File: config.mk
export PLATFORM = sky130hd
export DESIGN_NAME = otp_page_programmer
export DESIGN_NICKNAME = d
export VERILOG_FILES = /design/src/rtl/otp_pgm_pkg.sv /design/src/rtl/otp_pgm_datapath.sv /design/src/rtl/otp_pgm_control.sv /design/src/rtl/otp_page_programmer.sv
export SDC_FILE = /design/constraint.sdc
export NUM_CORES = 1
export LEC_CHECK = 0
export BUFFER_PORTS_ARGS = -buffer_cell sky130_fd_sc_hd__buf_2
export CAP_MARGIN = 15
export CELL_PAD_IN_SITES_DETAIL_PLACEMENT = 0
export CELL_PAD_IN_SITES_GLOBAL_PLACEMENT = 2
export CORE_MARGIN = 1.5
export CORE_UTILIZATION = 27
export CTS_CLUSTER_DIAMETER = 80
export DETAILED_ROUTE_END_ITERATION = 8
export HOLD_SLACK_MARGIN = 0.15
export PLACE_DENSITY = 0.88
export SYNTH_ARGS = -nofsm -noshare
export SYNTH_HDL_FRONTEND = slang
export SYNTH_SLANG_ARGS = --single-unit
File: constraint.sdc
create_clock -name clk -period 3.6 [get_ports clk]
set_input_delay 0.36 -clock clk [delete_from_list [all_inputs] [get_ports clk]]
set_output_delay 0.36 -clock clk [all_outputs]
set_load 0.005 [all_outputs]
File: src/rtl/otp_pgm_pkg.sv
package otp_pgm_pkg;

  // Four words per page; the address low bits select the latch slot.
  localparam int PAGE_LG = 2;

  typedef enum logic [4:0] {
    S_IDLE, S_SUPPLY, S_OEHV, S_LSETUP, S_LPULSE, S_LHOLD,
    S_OEREL, S_PSETUP, S_PPULSE, S_PHOLD, S_VSETUP, S_VREAD, S_VCHK,
    S_VPPDN, S_VCCDN, S_RSETUP, S_RREAD, S_RCHK, S_PASS, S_FAIL
  } seqState_t;

  typedef struct packed {
    logic tLoad;
    logic addrClr;
    logic addrInc;
    logic wordClr;
    logic retryClr;
    logic retryInc;
    logic missClr;
    logic cmpEn;
    logic drive;
  } dpCtl_t;

  function automatic int nsToCyc(input int ns, input int mhz);
    int c;
    c = (ns * mhz + 999) / 1000;
    return (c < 1) ? 1 : c;
  endfunction

endpackage

File: src/rtl/otp_pgm_datapath.sv
module otp_pgm_datapath
  import otp_pgm_pkg::*;
#(
  parameter int ADDR_W     = 8,
  parameter int DATA_W     = 16,
  parameter int WORD_COUNT = 16,
  parameter int MAX_TRIES  = 10,
  parameter int TIMER_W    = 8,
  parameter int RETRY_W    = 4
) (
  input  logic               clk,
  input  logic               rstN,
  input  dpCtl_t             ctl,
  input  logic [TIMER_W-1:0] tLen,
  input  logic [DATA_W-1:0]  imgData,
  input  logic [DATA_W-1:0]  rdData,
  output logic [ADDR_W-1:0]  addr,
  output logic [DATA_W-1:0]  wrData,
  output logic               timerDone,
  output logic               pageEnd,
  output logic               arrayEnd,
  output logic               retryLast,
  output logic               miss,
  output logic [RETRY_W-1:0] retryCnt
);

  logic [TIMER_W-1:0] tCnt;

  always_ff @(posedge clk or negedge rstN) begin
    if (!rstN) begin
      addr <= '0;
    end else if (ctl.addrClr) begin
      addr <= '0;
    end else if (ctl.wordClr) begin
      addr[PAGE_LG-1:0] <= '0;
    end else if (ctl.addrInc) begin
      addr <= addr + ADDR_W'(1);
    end
  end

  always_ff @(posedge clk or negedge rstN) begin
    if (!rstN) begin
      tCnt <= '0;
    end else if (ctl.tLoad) begin
      tCnt <= tLen - TIMER_W'(1);
    end else if (tCnt != '0) begin
      tCnt <= tCnt - TIMER_W'(1);
    end
  end

  always_ff @(posedge clk or negedge rstN) begin
    if (!rstN) begin
      retryCnt <= '0;
    end else if (ctl.retryClr) begin
      retryCnt <= '0;
    end else if (ctl.retryInc) begin
      retryCnt <= retryCnt + RETRY_W'(1);
    end
  end

  always_ff @(posedge clk or negedge rstN) begin
    if (!rstN) begin
      miss <= 1'b0;
    end else if (ctl.missClr) begin
      miss <= 1'b0;
    end else if (ctl.cmpEn && (rdData != imgData)) begin
      miss <= 1'b1;
    end
  end

  assign timerDone = (tCnt == '0);
  assign pageEnd   = &addr[PAGE_LG-1:0];
  assign arrayEnd  = (addr == ADDR_W'(WORD_COUNT - 1));
  assign retryLast = (retryCnt == RETRY_W'(MAX_TRIES - 1));
  assign wrData    = ctl.drive ? imgData : '0;

endmodule

File: src/rtl/otp_pgm_control.sv
module otp_pgm_control
  import otp_pgm_pkg::*;
#(
  parameter int TIMER_W   = 8,
  parameter int SETUP_CYC = 8,
  parameter int HOLD_CYC  = 8,
  parameter int LATCH_CYC = 4,
  parameter int PULSE_CYC = 200,
  parameter int VPPH_CYC  = 4,
  parameter int ACC_CYC   = 1
) (
  input  logic               clk,
  input  logic               rstN,
  input  logic               start,
  input  logic               timerDone,
  input  logic               pageEnd,
  input  logic               arrayEnd,
  input  logic               retryLast,
  input  logic               miss,
  output dpCtl_t             ctl,
  output logic [TIMER_W-1:0] tLen,
  output logic               busDrive,
  output logic               chipEnN,
  output logic               outEnN,
  output logic               oeHighV,
  output logic               vppOn,
  output logic               vccBoost,
  output logic               done,
  output logic               pass
);

  seqState_t state, stateNext;

  always_ff @(posedge clk or negedge rstN) begin
    if (!rstN) state <= S_IDLE;
    else       state <= stateNext;
  end

  always_comb begin
    stateNext = state;
    ctl       = '0;
    unique case (state)
      S_IDLE, S_PASS, S_FAIL:
        if (start) begin
          stateNext    = S_SUPPLY;
          ctl.addrClr  = 1'b1;
          ctl.retryClr = 1'b1;
        end
      S_SUPPLY: if (timerDone) stateNext = S_OEHV;
      S_OEHV:   if (timerDone) stateNext = S_LSETUP;
      S_LSETUP: if (timerDone) stateNext = S_LPULSE;
      S_LPULSE: if (timerDone) stateNext = S_LHOLD;
      S_LHOLD:
        if (timerDone) begin
          if (pageEnd) stateNext = S_OEREL;
          else begin
            stateNext   = S_LSETUP;
            ctl.addrInc = 1'b1;
          end
        end
      S_OEREL:  if (timerDone) stateNext = S_PSETUP;
      S_PSETUP: if (timerDone) stateNext = S_PPULSE;
      S_PPULSE: if (timerDone) stateNext = S_PHOLD;
      S_PHOLD:
        if (timerDone) begin
          stateNext   = S_VSETUP;
          ctl.wordClr = 1'b1;
          ctl.missClr = 1'b1;
        end
      S_VSETUP: if (timerDone) stateNext = S_VREAD;
      S_VREAD:
        if (timerDone) begin
          ctl.cmpEn = 1'b1;
          if (pageEnd) stateNext = S_VCHK;
          else begin
            stateNext   = S_VSETUP;
            ctl.addrInc = 1'b1;
          end
        end
      S_VCHK:
        if (miss) begin
          if (retryLast) stateNext = S_FAIL;
          else begin
            stateNext    = S_PSETUP;
            ctl.retryInc = 1'b1;
          end
        end else if (arrayEnd) begin
          stateNext = S_VPPDN;
        end else begin
          stateNext    = S_OEHV;
          ctl.addrInc  = 1'b1;
          ctl.retryClr = 1'b1;
        end
      S_VPPDN: if (timerDone) stateNext = S_VCCDN;
      S_VCCDN:
        if (timerDone) begin
          stateNext   = S_RSETUP;
          ctl.addrClr = 1'b1;
          ctl.missClr = 1'b1;
        end
      S_RSETUP: if (timerDone) stateNext = S_RREAD;
      S_RREAD:
        if (timerDone) begin
          ctl.cmpEn = 1'b1;
          if (arrayEnd) stateNext = S_RCHK;
          else begin
            stateNext   = S_RSETUP;
            ctl.addrInc = 1'b1;
          end
        end
      S_RCHK: stateNext = miss ? S_FAIL : S_PASS;
      default: stateNext = S_IDLE;
    endcase
    ctl.drive = state inside {S_LSETUP, S_LPULSE, S_LHOLD};
    ctl.tLoad = (stateNext != state);
  end

  // Length of the state being entered.
  always_comb begin
    unique case (stateNext)
      S_SUPPLY, S_OEHV, S_LSETUP, S_OEREL, S_PSETUP, S_VSETUP, S_VCCDN, S_RSETUP:
        tLen = TIMER_W'(SETUP_CYC);
      S_LHOLD, S_PHOLD: tLen = TIMER_W'(HOLD_CYC);
      S_LPULSE:         tLen = TIMER_W'(LATCH_CYC);
      S_PPULSE:         tLen = TIMER_W'(PULSE_CYC);
      S_VREAD, S_RREAD: tLen = TIMER_W'(ACC_CYC);
      S_VPPDN:          tLen = TIMER_W'(VPPH_CYC);
      default:          tLen = TIMER_W'(1);
    endcase
  end

  assign vppOn    = !(state inside {S_IDLE, S_VPPDN, S_VCCDN, S_RSETUP, S_RREAD,
                                    S_RCHK, S_PASS, S_FAIL});
  assign vccBoost = vppOn || (state == S_VPPDN);
  assign oeHighV  = state inside {S_OEHV, S_LSETUP, S_LPULSE, S_LHOLD};
  assign chipEnN  = !(state inside {S_LPULSE, S_PPULSE, S_RSETUP, S_RREAD});
  assign outEnN   = !(state inside {S_VREAD, S_RREAD});
  assign busDrive = ctl.drive;
  assign done     = state inside {S_PASS, S_FAIL};
  assign pass     = (state == S_PASS);

endmodule

File: src/rtl/otp_page_programmer.sv
module otp_page_programmer
  import otp_pgm_pkg::*;
#(
  parameter int CLK_MHZ     = 4,
  parameter int ADDR_W      = 8,
  parameter int DATA_W      = 16,
  parameter int WORD_COUNT  = 16,
  parameter int MAX_TRIES   = 10,
  parameter int PULSE_NS    = 50000,
  parameter int LATCH_NS    = 1000,
  parameter int SETUP_NS    = 2000,
  parameter int HOLD_NS     = 2000,
  parameter int VPP_HOLD_NS = 1000,
  parameter int ACCESS_NS   = 150
) (
  input  logic              clk,
  input  logic              rstN,
  input  logic              start,
  input  logic [DATA_W-1:0] imgData,
  input  logic [DATA_W-1:0] rdData,
  output logic [ADDR_W-1:0] romAddr,
  output logic [DATA_W-1:0] wrData,
  output logic              busDrive,
  output logic              chipEnN,
  output logic              outEnN,
  output logic              oeHighV,
  output logic              vppOn,
  output logic              vccBoost,
  output logic              done,
  output logic              pass
);

  localparam int SETUP_CYC = nsToCyc(SETUP_NS, CLK_MHZ);
  localparam int HOLD_CYC  = nsToCyc(HOLD_NS, CLK_MHZ);
  localparam int LATCH_CYC = nsToCyc(LATCH_NS, CLK_MHZ);
  localparam int PULSE_CYC = nsToCyc(PULSE_NS, CLK_MHZ);
  localparam int VPPH_CYC  = nsToCyc(VPP_HOLD_NS, CLK_MHZ);
  localparam int ACC_CYC   = nsToCyc(ACCESS_NS, CLK_MHZ);
  localparam int TIMER_W   = $clog2(PULSE_CYC + SETUP_CYC + HOLD_CYC + 1);
  localparam int RETRY_W   = $clog2(MAX_TRIES + 1);

  dpCtl_t             ctl;
  logic [TIMER_W-1:0] tLen;
  logic               timerDone, pageEnd, arrayEnd, retryLast, miss;
  logic [RETRY_W-1:0] retryCnt;

  otp_pgm_control #(
    .TIMER_W(TIMER_W), .SETUP_CYC(SETUP_CYC), .HOLD_CYC(HOLD_CYC),
    .LATCH_CYC(LATCH_CYC), .PULSE_CYC(PULSE_CYC), .VPPH_CYC(VPPH_CYC),
    .ACC_CYC(ACC_CYC)
  ) u_ctrl (
    .clk(clk), .rstN(rstN), .start(start),
    .timerDone(timerDone), .pageEnd(pageEnd), .arrayEnd(arrayEnd),
    .retryLast(retryLast), .miss(miss),
    .ctl(ctl), .tLen(tLen), .busDrive(busDrive),
    .chipEnN(chipEnN), .outEnN(outEnN), .oeHighV(oeHighV),
    .vppOn(vppOn), .vccBoost(vccBoost), .done(done), .pass(pass)
  );

  otp_pgm_datapath #(
    .ADDR_W(ADDR_W), .DATA_W(DATA_W), .WORD_COUNT(WORD_COUNT),
    .MAX_TRIES(MAX_TRIES), .TIMER_W(TIMER_W), .RETRY_W(RETRY_W)
  ) u_dp (
    .clk(clk), .rstN(rstN), .ctl(ctl), .tLen(tLen),
    .imgData(imgData), .rdData(rdData),
    .addr(romAddr), .wrData(wrData), .timerDone(timerDone),
    .pageEnd(pageEnd), .arrayEnd(arrayEnd), .retryLast(retryLast),
    .miss(miss), .retryCnt(retryCnt)
  );

endmodule

## After elaboration in Yosys (flattened, before gate mapping)

Memories as Yosys holds them, arrays and structs flattened.
Index checks and enable logic that the tools add are counted.

| word-level totals | value |
|---|---|
| bits in registers | 26 |
| memory bits (read-only) | 160 |
| input port bits | 35 |
| output and inout port bits | 32 |
| memories kept | 1 |

Memory list:

| memory | depth | bits a word | rd ports | clocked after Yosys merged registers in | wr ports | line | RTL |
|---|---|---|---|---|---|---|---|
| (name not given) | 32 | 5 | 1 | 0 | 0 | otp_pgm_control.sv:120 | `unique case (stateNext)` |

| operators by class | value |
|---|---|
| add/sub/neg operators | 4 |
| eq/ne operators | 24 |
| mux-type cells | 51 |
| reductions and logical operators | 25 |

Operators with widths:

| cell | count |
|---|---|
| 2-to-1 mux 5 bit | 19 |
| one-hot mux 5 bit (18 select lines) | 1 |
| == test 5 x 4 -> 1 bit (second input constant) | 8 |
| 2-to-1 mux 8 bit | 4 |
| == test 5 x 3 -> 1 bit (second input constant) | 4 |
| == test 5 bit (second input constant) | 4 |
| 2-to-1 mux 1 bit | 16 |
| 2-to-1 mux 16 bit | 1 |
| != test 16 bit | 1 |
| nonzero test 8 bit | 2 |
| subtractor 8 x 1 -> 8 bit (second input constant) | 2 |
| 2-to-1 mux 4 bit | 3 |
| nonzero test 2 bit | 6 |
| == test 5 x 2 -> 1 bit (second input constant) | 2 |
| adder 8 x 1 -> 8 bit (second input constant) | 1 |
| == test 8 x 4 -> 1 bit (second input constant) | 1 |
| logical NOT 8 bit | 1 |
| nonzero test 4 bit | 2 |
| 2-to-1 mux 3 bit | 2 |
| 2-to-1 mux 6 bit | 1 |
| nonzero test 3 bit | 2 |
| OR reduction 2 bit | 3 |
| == test 5 x 1 -> 1 bit (second input constant) | 1 |
| logical NOT 5 bit | 1 |
| other kinds (12) | 16 |

## Logic depth before layout (Yosys ltp)

Gate-level depths: netlist of the first run.

| logic depth | value |
|---|---|
| depth after elaboration | 7 |
| gate-level depth with buffers | 16 |
| depth with buffers taken out | 14 |

## By module

From an unflattened synthesis of the first run, not the netlist that was laid out.

| second synthesis, totals | value |
|---|---|
| cells, all modules | 322 |
| area total of the unflattened synthesis | 2,627.5 µm² |

Modules (own cells, without submodules):

| module | instances | cells an instance | area an instance (µm²) | seq. area each (µm²) |
|---|---|---|---|---|
| otp_pgm_datapath | 1 | 163 | 1,488.9 | 525.5 |
| otp_pgm_control | 1 | 159 | 1,138.6 | 125.1 |

## Worst setup path after synthesis of the first run

OpenSTA, ideal clock, no wires.

| path | value |
|---|---|
| path kind | reg2reg |
| start | register u_dp.addr[0] |
| end | register u_dp.tCnt[2] |
| library setup time | 126 ps |
| arrival | 3,474 ps |
| setup slack | 0 ps |
| stages on the path, launching flop included | 17 |
| buffers on the path | 2 |
| path through | dfrtp_1 ha_1 and3_1 clkbuf_1 a21oi_1 o2bb2ai_1 or3_1 buf_2 or2_4 or3b_1 o211ai_2 mux2i_1 ha_1 inv_1 nor2_1 mux2_2 a311o_1 |

| between the ends | value |
|---|---|
| cells in the longest elaborated chain, start to end | 7 |

Ends and longest elaborated chain:

| what | line | RTL |
|---|---|---|
| start: declaration | otp_pgm_datapath.sv:17 | `output logic [ADDR_W-1:0] addr,` |
| start signal: assignment | otp_pgm_datapath.sv:37 | `addr <= addr + ADDR_W'(1);` |
| == test 8 x 4 -> 1 bit or AND reduction 2 bit (tied branches) | otp_pgm_datapath.sv:73, otp_pgm_datapath.sv:72 |  |
| 2-to-1 mux 4 bit or 2-to-1 mux 3 bit (tied branches) | otp_pgm_control.sv:87, otp_pgm_control.sv:55 |  |
| 2-to-1 mux 5 bit, on equally long branches | otp_pgm_control.sv:81, otp_pgm_control.sv:54 |  |
| one-hot mux 5 bit (18 select lines) (*) | otp_pgm_control.sv:42 | `unique case (state)` |
| net u_ctrl.stateNext[0] | otp_pgm_control.sv:32 | `seqState_t state, stateNext;` |
| memory (32 x 5 bit) | -- |  |
| subtractor 8 x 1 -> 8 bit | otp_pgm_datapath.sv:45 | `tCnt <= tLen - TIMER_W'(1);` |
| 2-to-1 mux 8 bit | otp_pgm_datapath.sv:44 | `end else if (ctl.tLoad) begin` |
| end signal: assignment | otp_pgm_datapath.sv:45 |  |
| end signal: assignment | otp_pgm_datapath.sv:47 | `tCnt <= tCnt - TIMER_W'(1);` |
| end: declaration | otp_pgm_datapath.sv:27 | `logic [TIMER_W-1:0] tCnt;` |

Mark *: on every way through the listed nets, which the timed path passes. The rest lies on a longest branch.
A chain may end at the register's enable or synchronous reset.

## Worst setup path in the final report of the first run

| path | value |
|---|---|
| start | register u_dp.tCnt[6] |
| end | register u_dp.tCnt[2] |

| between the ends | value |
|---|---|
| cells in the longest elaborated chain, start to end | 6 |

Ends and longest elaborated chain:

| what | line | RTL |
|---|---|---|
| logical NOT 8 bit | otp_pgm_datapath.sv:71 | `assign timerDone = (tCnt == '0);` |
| 2-to-1 mux 5 bit, or another cell as far along | otp_pgm_control.sv:103 | `if (timerDone) begin` |
| one-hot mux 5 bit (18 select lines) | otp_pgm_control.sv:42 |  |
| memory (32 x 5 bit) | -- |  |
| subtractor 8 x 1 -> 8 bit | otp_pgm_datapath.sv:45 |  |
| 2-to-1 mux 8 bit | otp_pgm_datapath.sv:44 |  |

Parallel ways exist; a longest one is shown, timed or not.

==> impl_results.md, run 1 <==
* Level count of the clock H-tree at 1
* Hold Path Class: reg2reg
* Mapped Avg Cell Area at just over 8 µm²
* RR Startpoint: u_dp.tCnt[6]
* Layout Utilization at between 30% and 40%
* Synth Flop Type: dfrtp_1
* Worst Reg-to-Reg Cells at 13
* Chip Height at 95.64 µm
* Hold depth at 2
* Final setup violation count at 0
* Fraction of synthesized area in multiplexers at about 1.8%
* Mapped cell area at roughly 2300 µm²
* Final Max Tran Viols at 0
* CP Launch Type: flop
* Top cell type's share of synthesized area at around 28%
* CP required at 3.77 ns
* Max Root-Sink Buffers at 2
* Static leakage at around 1.4 nW
* Largest family of logic cells by synthesized area: simple AND/OR/NAND/NOR gates
* Vias in the first global route at around 2,400
* Crit-path max FO at 5
* Post-synthesis compound-gate area fraction at between 15 and 20%
* Fraction of the mapped netlist area in simple logic gates at between 30% and 40%
* Via count at ~2,500
* Largest net degree at the start of global routing at 27
* Worst r2r dst: u_dp.tCnt[2]
* First-pass GRT wire length at between 10,000 and 15,000 µm
* Hold Fails Final Rpt at 0
* Tot Pwr at 605.3 µW
* FMAX at 292.5 MHz
* Final net count at 418
* Syn Inst Count at 287
* Crit share post-route at 94.96%
* Minimum clock period at ~3.4 ns
* Post-route ant nets at 0
* CP Capture Type: flop
* Avg WL per Cell at about 14 µm
* TritonCTS Sinks at 26
* Total gr overflow at 0
* Final Non-Filler Cells at ~480
* Count of different cell masters after synthesis at 58
* Register area share after synthesis at between 20% and 30%
* Max IR drop VDD at roughly 0.083 mV
* Post-Synth XOR/XNOR Area at ~11%
* Area growth syn-to-layout at 34.18%
* Via density at ~5.1
* Clock latency on the worst-skew pair at about 0.28 ns
* Worst Hold Endpoint: u_dp.retryCnt[3]
* Min-delay src: u_dp.retryCnt[3]
* CTS Root Cell: clkbuf_8
* Final Wtd Congestion at about 0.87
* N_diodes at 0
* # port buffers at 66
* Flops & latches, synth at 26
* Placed insts at ~470
* Clock Skews at approximately 0.0028 ns
* Core Box Area at approximately 8300 µm²
* Final WL at ~6900 µm
* Max cap viols at 0
* Drt drc at 0
* Adder-Cell Fraction of Synth Area at 2.160%
* Dominant cells by area after synthesis: dfrtp_1 (28%), xnor2_1 (9.4%), and2_1 (5.1%), nand2_1 (4.2%), nor2_1 (4.0%)
* Full die area at 9147 µm²
* Die W at 95.64 µm
* Setup CP Type: reg2reg
* Initial antenna violation count at 0
* CTS buffer count at 3
* Pwr per Cell Area at between 150 and 200 nW/µm²
* Share of layout cells above drive strength 1 at roughly a third
* R2R Setup Slk at approximately 0.18 ns
* Worst rel slew slack at about half
* I/O Pins at 67
* Clock-pin slew on the worst setup and hold paths at 0.10 ns
* Setup TNS at 0 ns
* Post-synth top area cell: dfrtp_1
* Slew at the pin closest to its max-slew limit at roughly 0.72 ns
* CP arrival at 3.59 ns
* Site Rows at 33
* Drt first-iter violations at about 140
* Synth async-reset ratio at 100.0%
* Post-DP HPWL at ~5400 µm
* Initial Util at 28.06%
* Status: finished clean
* Worst Hold Margin at about 0.55 ns
* Warnings from Yosys at 0
* Drt pass-1 iters at 4
* Mapped Nets at around 330
* CTS tree: done
* Post-synth EDFFs at 0
* Gr usage total at between 10% and 20%
==> where the power goes <==
group          total [mW]  switching (mW)  internal (mW)
Combinational      0.0640          0.0275         0.0366
Clock               0.249           0.101          0.149
Sequential          0.292               0          0.292
==> cell type report <==
type                    count  area [µm²]
multi-input cells         237        1610
repair buffers            103       610.6
flip-flops and latches     26       655.6
clock inverters             1       30.03
well taps                 105       131.4
inverters                   8       30.03
clock buffers               3       41.29
fillers                   859        5149
==> metal layers <==
layer	share of wire [%]	global-route usage (%)	routed length, µm
met4	3.5	6.495	242
met1	42	17.84	2886
met5	0	0	0
met3	2.4	1.356	163
met2	52	28.29	3563
==> critical path, cell delays in order (launching register included) <==
cell      delay [ns]
dfrtp_1         0.42
nor4_4          0.40
and2_4          0.25
a21oi_2         0.06
or3_4           0.39
or2_4           0.25
or3b_1          0.39
o211ai_2        0.11
mux2i_1         0.10
ha_1            0.22
inv_1           0.08
nor2_1          0.07
mux2_2          0.26
a311o_1         0.31
==> metrics by stage <==
stage          instance area, µm²  setup WS (ns)
6_report                     3109         0.1815
4_1_cts                      3032        0.06594
2_1_floorplan                2321        0.04428
5_1_grt                      3109      -0.001949
3_5_place_dp                 2950        0.07667
3_3_place_gp                 2950         0.1163
==> cell families (layout without fill, tap and decap cells) <==
group                    count (synthesis)  count (layout)
AO/OA/AOI/OAI                           54              54
XOR/XNOR                                30              30
adder cells (fa/ha/maj)                  4               4
multiplexers                             4               4
buffers and inverters                   24             115
AND/OR/NAND/NOR                        145             145
flip-flops                              26              26
==> sequential cells by signal, indices dropped and copies added, names as in the netlist <==
name / cells
u_dp.addr: 8
u_dp.tCnt: 8
u_ctrl.state: 5
u_dp.retryCnt: 4
u_dp.miss: 1
==> worst max-delay path by stage <==
stage,from,endpoint,depth (start not counted)
after floorplan,u_dp.addr[0],u_dp.tCnt[2],16
after global placement,u_ctrl.state[3],u_dp.tCnt[2],13
after detailed placement,u_ctrl.state[3],u_dp.tCnt[2],13
after CTS,u_dp.tCnt[3],u_dp.tCnt[2],13
after global routing,u_dp.tCnt[6],u_dp.tCnt[2],13
final,u_dp.tCnt[6],u_dp.tCnt[2],13
==> Yosys cell counts (3+ instances only) <==
master / number
nand2b_1: 6
o22ai_1: 4
inv_1: 8
xnor2_1: 25
nand3_1: 16
nor3_1: 14
buf_2: 4
xor2_1: 5
nor4_4: 3
o21a_1: 3
o21ai_0: 8
nand2_1: 26
clkbuf_1: 12
nand3b_1: 5
a311oi_1: 3
nor2_1: 25
ha_1: 4
a21oi_1: 9
a211oi_1: 4
nand4_1: 8
o31ai_1: 4
dfrtp_1: 26
and2_1: 19
==> timing repair <==
action | in CTS | in global routing
buffers inserted | 0 | 5
setup endpoints to repair | 0 | 3
hold buffers | 1 | 0
gates resized for setup | 0 | 12
hold endpoints to repair | 26 | 0
==> cells in the final DEF (no fill, tap or decap), types with 5 or more instances in the layout <==
cell,n
a21oi_1,8
and2_1,19
nor3_1,14
nand2_1,26
dfrtp_1,22
buf_2,66
nand3b_1,5
xnor2_1,25
buf_4,36
nand4_1,8
nand3_1,16
o21ai_0,7
xor2_1,5
nor2_1,24
inv_1,8
nand2b_1,6
(Power assumes the default switching activity.)
==> inputs of run 2 (changes only) <==
--- a/config.mk
+++ b/config.mk
@@ -10,11 +10,11 @@
 export CELL_PAD_IN_SITES_DETAIL_PLACEMENT = 0
 export CELL_PAD_IN_SITES_GLOBAL_PLACEMENT = 2
 export CORE_MARGIN = 1.5
-export CORE_UTILIZATION = 27
+export CORE_UTILIZATION = 30
 export CTS_CLUSTER_DIAMETER = 80
 export DETAILED_ROUTE_END_ITERATION = 8
 export HOLD_SLACK_MARGIN = 0.15
-export PLACE_DENSITY = 0.88
+export PLACE_DENSITY = 0.92
 export SYNTH_ARGS = -nofsm -noshare
 export SYNTH_HDL_FRONTEND = slang
 export SYNTH_SLANG_ARGS = --single-unit
==> constraint.sdc (replaced) <==
create_clock -name clk -period 3.2 [get_ports clk]
set_input_delay 0.32 -clock clk [delete_from_list [all_inputs] [get_ports clk]]
set_output_delay 0.32 -clock clk [all_outputs]
set_load 0.005 [all_outputs]
==> impl_results.md, run 2 (same netlist as run 1, synthesis figures left out) <==
* Worst Hold Margin at 0.5660 ns (was 0.5538 ns)
* Largest net degree at the start of global routing at 27 (unchanged)
* Gr usage total at 17.76% (was 15.33%)
* Slowest stage delay, CP at 0.44 ns (was 0.42 ns)
* Hold Path Class: reg2reg (unchanged)
* Final WL at 7318 µm (was 6855 µm)
* Clock-pin slew on the worst setup and hold paths at 0.10 ns (about the same)
* Max cap viols at 0 (unchanged)
* FMAX at 304.2 MHz (was 292.5 MHz)
* Post-DP HPWL at 5786 µm (was 5432 µm)
* Register Area at 650.6 µm² (was 655.6 µm²)
* Crit share post-route at 102.7% (was 94.96%)
* Minimum clock period at 3.288 ns (was 3.419 ns)
* Pwr per Cell Area at 198.3 nW/µm² (was 194.7 nW/µm²)
* Core Box Area at 7370 µm² (was 8258 µm²)
* Slew at the pin closest to its max-slew limit at 0.8035 ns (was 0.7233 ns)
* Worst rel slew slack at 45.98% (was 51.37%)
* CTS buffer count at 3 (unchanged)
* Drt first-iter violations at 171 (was 135)
* Site Rows at 31 (was 33)
* Area of the multi-input gates at 1683 µm² (was 1610 µm²)
* Critical Path Slowest Stage Cell: dfrtp_1 (unchanged)
* Vias in the first global route at 2,541 (was 2,398)
* RSZ-0062 raised after global routing: yes
* First-pass GRT wire length at 12,110 µm (was 11,140 µm)
* Pre-CTS setup slack at -0.04214 ns (was 0.07667 ns)
* N_diodes at 0 (unchanged)
* Via density at 5.066 (was 5.081)
* Area growth syn-to-layout at 48.76% (was 34.18%)
* Failing checks: setup timing
* Final net count at 454 (was 418)
* Die W at 90.89 µm (was 95.64 µm)
* Initial Util at 31.44% (was 28.06%)
* Share of layout cells above drive strength 1 at 41.79% (was 33.60%)
* Hold Fails Final Rpt at 0 (unchanged)
* CP Launch Type: flop (unchanged)
* Setup CP Type: reg2reg (unchanged)
* Drt pass-1 iters at 4 (unchanged)
* Post-route ant nets at 0 (unchanged)
* Avg WL per Cell at 14.27 µm (was 14.19 µm)
* Via count at 2,599 (was 2,454)
* Full die area at 8260 µm² (was 9147 µm²)
* Crit-path max FO at 3 (was 5)
* Chip Height at 90.89 µm (was 95.64 µm)
* CP cell instances: nor4_4 > buf_4 > a211oi_1 > a311oi_1 > nand3_1 > or2_4 > or3b_4 > o211ai_2 > mux2i_1 > ha_2 > inv_2 > nor2_2 > mux2_4 > a311o_1 (was nor4_4 > and2_4 > a21oi_2 > or3_4 > or2_4 > or3b_1 > o211ai_2 > mux2i_1 > ha_1 > inv_1 > nor2_1 > mux2_2 > a311o_1)
* Static leakage at 1.585 nW (was 1.387 nW)
* Total gr overflow at 0 (unchanged)
* CTS tree: done (unchanged)
* Drt drc at 0 (unchanged)
* Max IR drop VDD at 0.1450 mV (was 0.08263 mV)
* I/O Pins at 67 (unchanged)
* Clock latency on the worst-skew pair at 0.28 ns (about the same)
* Commonest non-fill, non-tap cell in the layout: buf_4 (was buf_2)
* Max Root-Sink Buffers at 2 (unchanged)
* Final Max Tran Viols at 0 (unchanged)
* Status: complete, but fails checks (was finished clean)
* TritonCTS Sinks at 26 (unchanged)
* Final setup violation count at 2 (was 0)
* Initial antenna violation count at 0 (unchanged)
* CTS Root Cell: clkbuf_8 (unchanged)
* PnR worst setup slack at -0.08757 ns (was 0.1815 ns)
* CP Capture Type: flop (unchanged)
* CP required at 3.38 ns (was 3.77 ns)
* # port buffers at 66 (unchanged)
* CP arrival at 3.47 ns (was 3.59 ns)
* Fill cells at 756 (was 859)
* Clock Skews at 0.007928 ns (was 0.002785 ns)
* Level count of the clock H-tree at 1 (unchanged)
* Most frequent cells in the layout: buf_4 (70), buf_2 (66), dfrtp_1 (26), xnor2_1 (25), nand2_1 (25) (was buf_2 (66), buf_4 (36), nand2_1 (26), xnor2_1 (25), nor2_1 (24))
* Final Wtd Congestion at 0.9324 (was 0.8732)
* Registers with the most flip-flops: u_dp.addr (8), u_dp.tCnt (8), u_ctrl.state (5) (unchanged)
## run 2: worst paths after layout
kind                                  startpoint                to  slack [ns]  cells after the start
worst max register to register      u_dp.tCnt[6]      u_dp.tCnt[2]       -0.09                     14
worst min register to register  u_dp.retryCnt[3]  u_dp.retryCnt[3]        0.57                      2
worst min-delay path            u_dp.retryCnt[3]  u_dp.retryCnt[3]        0.57                      2
min in group asynchronous                   rstN  u_dp.retryCnt[3]        0.58                      2
max in group asynchronous                   rstN      u_dp.addr[4]        2.22                      2
worst max-delay path                u_dp.tCnt[6]      u_dp.tCnt[2]       -0.09                     14
## run 2: repair_timing
action | CTS | global route
endpoints found under the hold margin | 26 | 0
buffers inserted | 0 | 6
resized for setup | 5 | 15
setup endpoints to repair | 2 | 3
hold buffers | 1 | 0
pin swaps | 5 | 11
## run 2: worst max-delay path, delay by kind of cell (launching register included)
kind            cells  cell delay, ns
fa+ha+maj           1            0.21
compound gates      4            0.78
mux                 2            0.35
buf+inv             2            0.25
flops               1            0.44
simple gates        5            1.16
## run 2: layout make-up
type	count	area share (%)
clock buffers	3	1.198
clock inverters	1	0.8711
inverters	8	0.8711
multi-input cells	237	48.82
flip-flops and latches	26	18.87
well taps	99	3.593
repair buffers	139	25.77
## run 2: per-layer routing
layer / track usage (%) / wire [µm] / up-vias
met1: 23.19 / 3249 / 1243
met4: 4.167 / 114 / 0
met3: 2.020 / 248 / 11
li1: - / - / 1287
met5: 0 / 0 / -
met2: 31.14 / 3704 / 58
## run 2: stage by stage
stage / instance area, µm² / total power [mW] / setup TNS [ns] / cells / util, %
finish: 3447 / 0.6835 / -0.1158 / 513 / 46.77
global route: 3447 / 0.7097 / -0.6801 / 513 / 46.77
CTS: 3341 / 0.6888 / -0.02316 / 507 / 45.33
detailed placement: 3239 / 0.4081 / -0.04214 / 502 / 43.96
global placement: 3239 / 0.4071 / 0 / 502 / 43.96
floorplan: 2366 / 0.3632 / -0.1954 / 287 / -
## run 2: power by group
part | switching, mW | internal [mW] | leakage, nW
clock network | 0.114 | 0.168 | 0.0357
logic | 0.0321 | 0.0412 | 1.21
registers | 0 | 0.328 | 0.338
total | 0.146 | 0.537 | 1.58
